`config.mk`:
```
export PLATFORM = sky130hd
export DESIGN_NAME = instr_status_array
export DESIGN_NICKNAME = d
export VERILOG_FILES = /design/src/rtl/status_pkg.sv /design/src/rtl/rst_sync.sv /design/src/rtl/evt_group.sv /design/src/rtl/sb_summary.sv /design/src/rtl/instr_status_array.sv
export SDC_FILE = /design/constraint.sdc
export NUM_CORES = 1
export LEC_CHECK = 0
export ABC_AREA = 0
export BUFFER_PORTS_ARGS = -buffer_cell sky130_fd_sc_hd__buf_4
export CAP_MARGIN = 15
export CELL_PAD_IN_SITES_DETAIL_PLACEMENT = 0
export CELL_PAD_IN_SITES_GLOBAL_PLACEMENT = 1
export CORE_ASPECT_RATIO = 0.5
export CORE_MARGIN = 2
export CORE_UTILIZATION = 39
export DETAILED_ROUTE_END_ITERATION = 10
export GPL_TIMING_DRIVEN = 0
export PLACE_DENSITY_LB_ADDON = 0.1
export SETUP_SLACK_MARGIN = 0.3
export SLEW_MARGIN = 40
export SYNTH_ARGS = -nofsm -noshare
export SYNTH_HDL_FRONTEND = slang
export SYNTH_HIERARCHICAL = 1
export SYNTH_SLANG_ARGS = --single-unit
```
`constraint.sdc`:
```
create_clock -name clk -period 1.5 [get_ports clk]
set_input_delay 0.15 -clock clk [delete_from_list [all_inputs] [get_ports clk]]
set_output_delay 0.15 -clock clk [all_outputs]
set_load 0.02 [all_outputs]
```
`src/rtl/status_pkg.sv`:
```
package status_pkg;
  localparam int unsigned DW     = 8;
  localparam int unsigned LINK_W = 8;
  localparam int unsigned STD_W  = 8;
  localparam int unsigned OVL_W  = 3;
  localparam int unsigned AW     = 3;
  localparam int unsigned SB_LINK = 7;
  localparam int unsigned SB_MSS  = 6;
  localparam int unsigned SB_STD  = 5;
  localparam int unsigned SB_IDLE = 4;
  localparam int unsigned SB_OVL  = 0;

  typedef enum logic [AW-1:0] {
    A_LINK_EV = 3'd0,
    A_LINK_EN = 3'd1,
    A_STD_EV  = 3'd2,
    A_STD_EN  = 3'd3,
    A_OVL_EV  = 3'd4,
    A_OVL_EN  = 3'd5,
    A_SBYTE   = 3'd6,
    A_SRQ_EN  = 3'd7
  } reg_addr_e;
endpackage

```
`src/rtl/rst_sync.sv`:
```
module rst_sync #(
  parameter int unsigned STAGES = 2
) (
  input  logic clk,
  input  logic rst_n,
  output logic rst_n_o
);
  logic [STAGES-1:0] sync_q;

  always_ff @(posedge clk or negedge rst_n) begin
    if (!rst_n) sync_q <= '0;
    else        sync_q <= {sync_q[STAGES-2:0], 1'b1};
  end

  assign rst_n_o = sync_q[STAGES-1];
endmodule

```
`src/rtl/evt_group.sv`:
```
module evt_group #(
  parameter int unsigned W = 8,
  parameter logic [W-1:0] RST_VAL = '0
) (
  input  logic         clk,
  input  logic         rst_n,
  input  logic [W-1:0] ev_i,
  input  logic         rd_clr_i,
  input  logic         en_we_i,
  input  logic [W-1:0] en_wd_i,
  output logic [W-1:0] ev_q_o,
  output logic [W-1:0] en_q_o,
  output logic         sum_o
);
  logic [W-1:0] ev_d, ev_q, en_d, en_q;

  always_comb begin
    ev_d = (rd_clr_i ? '0 : ev_q) | ev_i;
    en_d = en_we_i ? en_wd_i : en_q;
  end

  always_ff @(posedge clk or negedge rst_n) begin
    if (!rst_n) begin
      ev_q <= RST_VAL;
      en_q <= '0;
    end else begin
      ev_q <= ev_d;
      en_q <= en_d;
    end
  end

  assign ev_q_o = ev_q;
  assign en_q_o = en_q;
  assign sum_o  = |(ev_q & en_q);

  assert_capture_R1: assert property (@(posedge clk) disable iff (!rst_n)
    (ev_i != '0) |=> ((ev_q & $past(ev_i)) == $past(ev_i)));

  assert_sticky_R2: assert property (@(posedge clk) disable iff (!rst_n)
    !rd_clr_i |=> ((ev_q & $past(ev_q)) == $past(ev_q)));

  assert_clear_keeps_new_R3: assert property (@(posedge clk) disable iff (!rst_n)
    rd_clr_i |=> (ev_q == $past(ev_i)));
endmodule

```
`src/rtl/sb_summary.sv`:
```
module sb_summary
  import status_pkg::*;
(
  input  logic          clk,
  input  logic          rst_n,
  input  logic          link_sum_i,
  input  logic          std_sum_i,
  input  logic          ovl_sum_i,
  input  logic          idle_i,
  input  logic          sre_we_i,
  input  logic [DW-1:0] sre_wd_i,
  output logic [DW-1:0] sre_q_o,
  output logic [DW-1:0] sb_o,
  output logic          mss_o
);
  logic [DW-1:0] sre_d, sre_q, base, mask;

  always_comb begin
    sre_d = sre_we_i ? sre_wd_i : sre_q;
    base  = '0;
    base[SB_LINK] = link_sum_i;
    base[SB_STD]  = std_sum_i;
    base[SB_IDLE] = idle_i;
    base[SB_OVL]  = ovl_sum_i;
    mask = sre_q;
    mask[SB_MSS] = 1'b0;
    mss_o = |(base & mask);
    sb_o = base;
    sb_o[SB_MSS] = mss_o;
  end

  always_ff @(posedge clk or negedge rst_n) begin
    if (!rst_n) sre_q <= '0;
    else        sre_q <= sre_d;
  end

  assign sre_q_o = sre_q;
endmodule

```
`src/rtl/instr_status_array.sv`:
```
module instr_status_array
  import status_pkg::*;
(
  input  logic              clk,
  input  logic              rst_n,
  input  logic [LINK_W-1:0] link_evt_i,
  input  logic [STD_W-1:0]  std_evt_i,
  input  logic [OVL_W-1:0]  ovl_evt_i,
  input  logic              idle_i,
  input  logic [AW-1:0]     reg_addr,
  input  logic              reg_rd,
  input  logic              reg_wr,
  input  logic [DW-1:0]     reg_wdata,
  output logic [DW-1:0]     reg_rdata,
  output logic [DW-1:0]     stat_byte_o,
  output logic              srq_o
);
  localparam logic [STD_W-1:0] STD_RST = STD_W'(1) << (STD_W - 1);

  logic rst_n_s;
  reg_addr_e addr;
  logic [LINK_W-1:0] link_ev, link_en;
  logic [STD_W-1:0]  std_ev, std_en;
  logic [OVL_W-1:0]  ovl_ev, ovl_en;
  logic [DW-1:0]     sre_q, sb;
  logic link_sum, std_sum, ovl_sum, mss;

  assign addr = reg_addr_e'(reg_addr);

  rst_sync #(.STAGES(2)) u_rst (.clk(clk), .rst_n(rst_n), .rst_n_o(rst_n_s));

  evt_group #(.W(LINK_W), .RST_VAL('0)) u_link (
    .clk(clk), .rst_n(rst_n_s), .ev_i(link_evt_i),
    .rd_clr_i(reg_rd && addr == A_LINK_EV),
    .en_we_i(reg_wr && addr == A_LINK_EN), .en_wd_i(reg_wdata[LINK_W-1:0]),
    .ev_q_o(link_ev), .en_q_o(link_en), .sum_o(link_sum));

  evt_group #(.W(STD_W), .RST_VAL(STD_RST)) u_std (
    .clk(clk), .rst_n(rst_n_s), .ev_i(std_evt_i),
    .rd_clr_i(reg_rd && addr == A_STD_EV),
    .en_we_i(reg_wr && addr == A_STD_EN), .en_wd_i(reg_wdata[STD_W-1:0]),
    .ev_q_o(std_ev), .en_q_o(std_en), .sum_o(std_sum));

  evt_group #(.W(OVL_W), .RST_VAL('0)) u_ovl (
    .clk(clk), .rst_n(rst_n_s), .ev_i(ovl_evt_i),
    .rd_clr_i(reg_rd && addr == A_OVL_EV),
    .en_we_i(reg_wr && addr == A_OVL_EN), .en_wd_i(reg_wdata[OVL_W-1:0]),
    .ev_q_o(ovl_ev), .en_q_o(ovl_en), .sum_o(ovl_sum));

  sb_summary u_sb (
    .clk(clk), .rst_n(rst_n_s),
    .link_sum_i(link_sum), .std_sum_i(std_sum), .ovl_sum_i(ovl_sum),
    .idle_i(idle_i), .sre_we_i(reg_wr && addr == A_SRQ_EN),
    .sre_wd_i(reg_wdata), .sre_q_o(sre_q), .sb_o(sb), .mss_o(mss));

  always_comb begin
    reg_rdata = '0;
    unique case (addr)
      A_LINK_EV: reg_rdata = DW'(link_ev);
      A_LINK_EN: reg_rdata = DW'(link_en);
      A_STD_EV:  reg_rdata = DW'(std_ev);
      A_STD_EN:  reg_rdata = DW'(std_en);
      A_OVL_EV:  reg_rdata = DW'(ovl_ev);
      A_OVL_EN:  reg_rdata = DW'(ovl_en);
      A_SBYTE:   reg_rdata = sb;
      A_SRQ_EN:  reg_rdata = sre_q;
      default:   reg_rdata = '0;
    endcase
  end

  assign stat_byte_o = sb;
  assign srq_o       = mss;

  assert_ovl_pad_R8: assert property (@(posedge clk) disable iff (!rst_n_s)
    (addr == A_OVL_EV || addr == A_OVL_EN) |-> (reg_rdata[DW-1:OVL_W] == '0));

  assert_read_no_side_R11: assert property (@(posedge clk) disable iff (!rst_n_s)
    (reg_rd && !reg_wr) |=> ($stable(link_en) && $stable(std_en)
                             && $stable(ovl_en) && $stable(sre_q)));
endmodule

```
======== Word-level counts from Yosys, hierarchy flattened ========
Cells that the tools add are included.
word-level totals
  register bits ........................... 48
  input port bits ......................... 35
  output and inout port bits .............. 17
  logic and storage cells ................. 38
operators by class
  equality and inequality tests ........... 7
  muxes and demuxes ....................... 4
  bitwise logic cells ..................... 7
  reduce and logical (&&, ||, !) cells .... 12
operator list
  cell                                           number
  one-hot mux 8 bit (8 select lines)             1
  bitwise AND 8 bit                              3
  OR reduction 8 bit                             3
  2-to-1 mux 8 bit                               2
  bitwise OR 8 bit                               2
  == test 3 bit, second input constant           4
  logical AND 1 bit                              7
  == test 3 x 2 -> 1 bit, second input constant  2
  bitwise AND 3 bit                              1
  == test 3 x 1 -> 1 bit, second input constant  1
  zero test 3 bit                                1
  2-to-1 mux 3 bit                               1
  bitwise OR 3 bit                               1
  OR reduction 3 bit                             1

======== Logic depth before layout (Yosys ltp) ========
Gate-level depths: netlist (run 1).
  depth after elaboration ................. 5
  mapped depth ............................ 8
  gate-level depth less buffers ........... 7

======== By module ========
Netlist (run 1), hierarchy kept.
by module, submodules not included
  module               instances  cells an instance  area an instance (µm²)  sequential area each (µm²)
  evt_group at u_std   1          39                 633.1                   401.6
  evt_group at u_link  1          39                 631.9                   400.4
  instr_status_array   1          87                 550.5                   0.0
  sb_summary           1          29                 414.1                   200.2
  evt_group at u_ovl   1          15                 224.0                   150.1
  rst_sync             1          3                  53.8                    50.0

======== Least setup slack after synthesis (run 1) ========
No wires, ideal clock.
  path type ............................... register -> output
  start point ............................. reg u_ovl.en_q[0], in the netlist u_ovl/en_q_o[0]
  end point ............................... out reg_rdata[6]
  data arrival time ....................... 1.779 ns
  required time ........................... 1.350 ns
  setup slack ............................. -0.429 ns
  cell stages (with the launch flop) ...... 9
  buffers on the path ..................... 1
  path through ............................ dfrtp_1 -> a222oi_1 -> inv_1 -> a22oi_1 -> nand2_1 -> buf_4 -> mux2i_1 -> a211oi_1 -> o22a_1
on the way
  longest elaborated chain between the ends .. 5
ends and longest elaborated chain
  what                                line                      text
  start: declaration                  evt_group.sv:15           logic [W-1:0] ev_d, ev_q, en_d, en_q;
  start signal: assignment            evt_group.sv:28           en_q <= en_d;
  bitwise AND 3 bit                   evt_group.sv:34           assign sum_o = |(ev_q & en_q);
  OR reduction 3 bit                  evt_group.sv:34
  via ovl_sum                         instr_status_array.sv:26  logic link_sum, std_sum, ovl_sum, mss;
  bitwise AND 8 bit                   sb_summary.sv:27          mss_o = |(base & mask);
  OR reduction 8 bit                  sb_summary.sv:27
  via srq_o                           instr_status_array.sv:16  output logic srq_o
  one-hot mux 8 bit (8 select lines)  instr_status_array.sv:58  unique case (addr)
  end: declaration                    instr_status_array.sv:14  output logic [DW-1:0] reg_rdata,
The timed path passes the listed nets, and every way through them passes these cells.

======== Final worst setup path (run 1) ========
  start point ............................. reg u_ovl.ev_q[0], in the netlist u_ovl/ev_q_o[0]
  end point ............................... out reg_rdata[6]
on the way
  longest elaborated chain between the ends .. 5
ends and longest elaborated chain
  what                                line                      text
  start: declaration                  evt_group.sv:15
  start signal: assignment            evt_group.sv:27           ev_q <= ev_d;
  bitwise AND 3 bit                   evt_group.sv:34
  OR reduction 3 bit                  evt_group.sv:34
  via ovl_sum                         instr_status_array.sv:26
  bitwise AND 8 bit                   sb_summary.sv:27
  OR reduction 8 bit                  sb_summary.sv:27
  one-hot mux 8 bit (8 select lines)  instr_status_array.sv:58
The timed path passes the listed nets, and every way through them passes these cells.

==> impl_metrics.env, run 1 <==
export IMPL_outcome="finished, violations left"
export IMPL_violations="setup timing"
export IMPL_routed_via_density=5.20
export IMPL_core_um2=6130
export IMPL_synth_cell_types=34
export IMPL_place_hpwl_um=4870
export IMPL_p_leak_nw=1.50
export IMPL_crit_arrival_ns=2.24
export IMPL_end_kind="primary output"
export IMPL_nets=323
export IMPL_final_area_um2=3410
export IMPL_dieArea_um2=7130
export IMPL_antenna_left=0
export IMPL_synth_top_area_share=0.469
export IMPL_io_pins=52
export IMPL_layout_commonest_cell="buf_4"
export IMPL_antenna_found_initial=0
export IMPL_setup_violations=12
export IMPL_cts_tree="done"
export IMPL_routed_wl_um=6710
export IMPL_numClockSinks=48
export IMPL_report_final_slew_viol_count=0
export IMPL_critPathRequiredTime_ns=1.35
export IMPL_grt_max_degree=47
export IMPL_drv_cap=0
export IMPL_tightest_slew_ns=0.630
export IMPL_area_growth_pct=36.0
export IMPL_drc=0
export IMPL_rsz0062_at_grt="yes"
export IMPL_io_buffers=46
export IMPL_multi_input_area_um2=1180
export IMPL_power_density_nw_per_um2=1130
export IMPL_grt_pass1_vias=1971
export IMPL_grt_pass1_wl_um=10500
export IMPL_synth_area_top_cells="dfrtp_1 (47%), mux2_4 (14%), a21o_1 (5.7%)"
export IMPL_drt_initial_drc_count=117
export IMPL_yosysTopAreaCell="dfrtp_1"
export IMPL_track_usage=0.200
export IMPL_clk_pin_slew_ns=0.06
export IMPL_row_count=20
export IMPL_setup_slack_ns=-0.889
export IMPL_fp_dieW_um=117
export IMPL_clock_tree_buffer_depth=2
export IMPL_fin_crit_ns=2.39
export IMPL_start_util=0.409
export IMPL_ys_ff_latch=48
export IMPL_path_class="flop to primary output"
export IMPL_postSynthCellCount=212
export IMPL_hold_viol_final=0
export IMPL_fillers=561
export IMPL_ys_seq_area_frac=0.480
export IMPL_fin_skew_ns=0.00369
export IMPL_cts_buffers=5
export IMPL_irDropWorstVdd_v=0.000513
export IMPL_syn_area_um2=2510
export IMPL_h_tree_depth=2
export IMPL_num_antenna_cells=0
export IMPL_overflow=0
export IMPL_finalWeightedCongestion=0.839
export IMPL_hold_slack_ns=0.0274
export IMPL_insertion_delay_ns=0.29
export IMPL_yosys_warnings=6
export IMPL_min_path_type="primary input to flop"
export IMPL_root_buffer="clkbuf_16"
export IMPL_detailed_place_area_um2=3010
export IMPL_wl_per_cell_um=17.8
export IMPL_first_pass_iters=5
export IMPL_drive_above_1_share=0.471
export IMPL_seq_area_um2=1210
export IMPL_fin_crit_sh=1.59
export IMPL_worstSetupStartpointType="flop"
export IMPL_layout_common_cells="buf_4 (60), dfrtp_1 (46), mux2_4 (24)"
export IMPL_die_h_um=60.7
export IMPL_syn_avg_cell_area_um2=11.8
export IMPL_dr_total_vias=1962
export IMPL_max_slew_margin_rel=0.580
export IMPL_max_freq_mhz=419
export IMPL_worstPathMaxFanout=2
==> routing by layer <==
layer  routed length (um)  global-route usage  share of wire
met2                 2930               0.305           0.44
met4                  114              0.0843          0.017
met3                  398              0.0489          0.059
met1                 3270               0.280           0.49
met5                    0                   0              0
==> final timing paths <==
kind | start | end | slack [ns] | depth (start not counted)
setup / recovery | u_ovl/ev_q_o[0]$_DFF_PN0_ | reg_rdata[6] | -0.89 | 9
hold / removal | std_evt_i[4] | u_std/ev_q_o[4]$_DFF_PN0_ | 0.03 | 2
setup reg to reg | u_std/en_q_o[1]$_DFFE_PN0P_ | u_std/en_q_o[1]$_DFFE_PN0P_ | 0.57 | 2
hold reg to reg | u_rst/sync_q[1]$_DFF_PN0_ | u_ovl/en_q_o[2]$_DFFE_PN0P_ | 0.33 | 0
max in group asynchronous | u_rst/sync_q[1]$_DFF_PN0_ | u_std/ev_q_o[2]$_DFF_PN0_ | 0.72 | 0
min in group asynchronous | rst_n | u_rst/sync_q[1]$_DFF_PN0_ | 0.16 | 2
==> synth_stat cells, drive strengths merged <==
cell    instances
and3            1
nand4           2
dfstp           1
mux2           27
a21oi           9
a22oi          10
mux2i          11
or3             1
dfrtp          47
clkbuf          1
inv             7
nor3b           1
nand3           2
o21ai           4
o21bai          3
nor2           13
nand2          10
o22ai           1
a211oi          5
nor4            1
nand2b          2
conb            2
a41oi           1
a21o           19
o211ai          1
o22a            5
a222oi          3
buf            19
a211o           1
nor3            2
==> critical path: stages, from the launching register on <==
cell and delay [ns]:
dfrtp_1 0.37, a222oi_1 0.38, inv_1 0.16, a22oi_2 0.25, nand2_2 0.09, buf_6 0.12, mux2i_1 0.13, a211oi_1 0.09
o22a_2 0.21, buf_6 0.13
==> area by class of cell <==
class,count,area share
Sequential cell,48,0.354
Multi-Input combinational cell,139,0.347
Timing Repair Buffer,67,0.163
Buffer,20,0.0532
Clock buffer,8,0.0429
Tap cell,88,0.0323
Inverter,7,0.00844
==> registers in the layout, summed over array words and instances (netlist names) <==
register,flops
u_link/en_q_o,8
u_link/ev_q_o,8
u_sb/sre_q_o,8
u_std/en_q_o,8
u_std/ev_q_o,8
u_ovl/en_q_o,3
u_ovl/ev_q_o,3
u_rst/sync_q,2
==> power by group <==
group,total [mW],switching (mW),leakage (nW),internal (mW)
logic,1.06,0.410,0.911,0.653
registers,1.66,0.183,0.521,1.48
clock network,1.14,0.476,0.0712,0.666
total,3.87,1.07,1.50,2.80
==> kinds of logic (layout without fill, tap and decap cells) <==
group / Yosys count / after routing / synth area share
AO/OA/AOI/OAI: 62 / 62 / 0.179
buffers and inverters: 27 / 102 / 0.0748
flip-flops: 48 / 48 / 0.480
multiplexers: 38 / 38 / 0.201
other: 2 / 4 / 0.00300
AND/OR/NAND/NOR: 35 / 35 / 0.0629
==> stage by stage <==
step	util	power, mW	setup slack (ns)	cells	TNS [ns]
finish	0.556	3.87	-0.889	377	-4.75
global route	0.556	4.06	-0.938	377	-5.47
CTS	0.543	3.83	-0.879	369	-4.22
detailed placement	0.492	2.56	-0.568	348	-1.55
global placement	0.491	2.54	-0.550	348	-1.50
floorplan	-	2.24	-0.302	214	-0.347
==> timing repair <==
action                                 4_1_cts  5_1_grt
resized for setup                           16        6
hold buffers                                 1        0
endpoints found under the hold margin        2        0
buffers inserted                            12        8
setup endpoints to repair                   13       21
pin swaps                                   13       11
Power figures use the tool's default switching activity.
==> inputs of run 2 (changes only) <==
--- a/config.mk
+++ b/config.mk
@@ -10,8 +10,7 @@
 export CAP_MARGIN = 15
 export CELL_PAD_IN_SITES_DETAIL_PLACEMENT = 0
 export CELL_PAD_IN_SITES_GLOBAL_PLACEMENT = 1
-export CORE_ASPECT_RATIO = 0.5
-export CORE_MARGIN = 2
+export CORE_MARGIN = 3
 export CORE_UTILIZATION = 39
 export DETAILED_ROUTE_END_ITERATION = 10
 export GPL_TIMING_DRIVEN = 0
==> impl_metrics.env, run 2 (same netlist as run 1, synthesis figures left out) <==
export IMPL_rr_endpoint="u_link/en_q_o[0]$_DFFE_PN0P_"
export IMPL_setup_violations=13
export IMPL_report_final_slew_viol_count=0
export IMPL_cts_buffers=5
export IMPL_max_freq_mhz=426
export IMPL_max_slew_margin_rel=0.595
export IMPL_setup_slack_ns=-0.845
export IMPL_critPathBufInv=7
export IMPL_numClockSinks=48
export IMPL_total_power_mw=3.60
export IMPL_critPathRequiredTime_ns=1.35
export IMPL_place_inst=335
export IMPL_start_util=0.414
export IMPL_drive_above_1_share=0.502
export IMPL_min_path_cells=2
export IMPL_path_class="flop to primary output"
export IMPL_nets=331
export IMPL_rsz0062_at_grt="yes"
export IMPL_drt_initial_drc_count=63
export IMPL_h_tree_depth=2
export IMPL_outcome="finished, violations left"
export IMPL_layout_commonest_cell="buf_4"
export IMPL_row_count=28
export IMPL_cpMostUsedCell="buf_4"
export IMPL_fp_dieW_um=86.2
export IMPL_fin_crit_sh=1.56
export IMPL_die_h_um=86.2
export IMPL_root_buffer="clkbuf_8"
export IMPL_finish_utilization=0.567
export IMPL_fin_skew_ns=0.00768
export IMPL_fin_crit_ns=2.35
export IMPL_crit_arrival_ns=2.20
export IMPL_grt_pass1_vias=1977
export IMPL_slowest_stage="dfrtp_1"
export IMPL_worstPathMaxFanout=3
export IMPL_clk_pin_slew_ns=0.09
export IMPL_routed_via_density=5.27
export IMPL_io_buffers=46
export IMPL_tightest_slew_ns=0.608
export IMPL_grt_max_degree=47
export IMPL_layout_cells_non_filler=372
export IMPL_finalWeightedCongestion=0.806
export IMPL_io_pins=52
export IMPL_cp_cell_sequence="a222oi_1, inv_1, a22oi_2, nand2_2, buf_4, buf_6, buf_4, buf_4, buf_4, buf_6"
export IMPL_cp_top_family="buffers and inverters"
export IMPL_dr_total_vias=1962
export IMPL_rrSetupSlack_ns=0.47
export IMPL_dieArea_um2=7430
export IMPL_insertion_delay_ns=0.30
export IMPL_hold_viol_final=0
export IMPL_routed_wl_um=6790
export IMPL_violations="setup timing"
export IMPL_overflow=0
export IMPL_core_um2=6060
export IMPL_worstHoldEndpoint="u_link/ev_q_o[7]$_DFF_PN0_"
export IMPL_drc=0
export IMPL_end_kind="primary output"
export IMPL_clock_tree_buffer_depth=2
export IMPL_grt_pass1_wl_um=10800
export IMPL_drv_cap=0
export IMPL_ff2ff_path_depth=3
export IMPL_place_hpwl_um=4710
export IMPL_hold_start="link_evt_i[7]"
export IMPL_irDropWorstVdd_v=0.000584
export IMPL_num_antenna_cells=0
export IMPL_layout_common_cells="buf_4 (64), dfrtp_1 (46), buf_6 (27)"
export IMPL_cts_tree="done"
export IMPL_wl_per_cell_um=18.3
export IMPL_power_density_nw_per_um2=1050
export IMPL_worstSetupStartpointType="flop"
export IMPL_area_growth_pct=37.0
export IMPL_first_pass_iters=4
export IMPL_min_path_type="primary input to flop"
export IMPL_r2r_start="u_link/en_q_o[0]$_DFFE_PN0P_"
export IMPL_slowest_delay_ns=0.40
export IMPL_antenna_left=0
export IMPL_track_usage=0.191
export IMPL_antenna_found_initial=0
export IMPL_p_leak_nw=1.52
[run 2: metal layers]
layer	GRT usage	vias to the layer above	routed length [um]
met2	0.294	44	3160
met1	0.281	980	3190
li1	-	932	-
met4	0.0453	0	83
met5	0	-	0
met3	0.0342	6	362
[run 2: how the worst max path moves through the flow]
| stage | from | to | slack, ns | cells past startpoint |
|---|---|---|---|---|
| 2_1_floorplan | u_ovl/ev_q_o[0]$_DFF_PN0_ | reg_rdata[6] | -0.30 | 8 |
| 3_3_place_gp | u_std/en_q_o[0]$_DFFE_PN0P_ | reg_rdata[6] | -0.51 | 9 |
| 3_5_place_dp | u_std/en_q_o[0]$_DFFE_PN0P_ | reg_rdata[6] | -0.52 | 9 |
| 4_1_cts | u_ovl/en_q_o[0]$_DFFE_PN0P_ | reg_rdata[6] | -0.80 | 9 |
| 5_1_grt | u_ovl/en_q_o[0]$_DFFE_PN0P_ | srq_o | -0.92 | 10 |
| 6_report | u_ovl/en_q_o[0]$_DFFE_PN0P_ | srq_o | -0.85 | 10 |
[run 2: power by group]
group          leakage, nW  switching (mW)  internal, mW
clock               0.0455           0.425         0.377
combinational        0.952           0.424         0.707
sequential           0.521           0.189          1.48
total                 1.52            1.04          2.56
[run 2: layout make-up]
cell class	count	area, um2
fill	551	2630
clock buffer	8	90.1
sequential	48	1210
multi-input combinational	139	1200
timing repair buffer	75	626
buffer	20	185
inverter	7	28.8
tap	75	93.8
[run 2: worst reg2reg max path: cells and delay by family (launching register included)]
kind                   cells  cell delay (ns)
flip-flops                 1             0.41
buffers and inverters      2             0.26
multiplexers               1             0.25
[run 2: what timing repair did]
action,4_1_cts,5_1_grt
hold buffers,1,0
resized for setup,20,11
pin swaps,15,11
endpoints found under the hold margin,2,0
endpoints found under the setup margin,13,24
buffers inserted,22,6
[run 2: through the flow]
stage / setup TNS (ns) / cell area [um2] / setup slack, ns / hold WS, ns
4_1_cts: -4.39 / 3350 / -0.797 / 0.0157
2_1_floorplan: -0.347 / 2560 / -0.302 / -0.146
3_5_place_dp: -1.30 / 3000 / -0.517 / -0.0643
5_1_grt: -6.24 / 3430 / -0.915 / 0.00668
3_3_place_gp: -1.27 / 3000 / -0.513 / -0.0670
6_report: -5.11 / 3430 / -0.845 / 0.0167
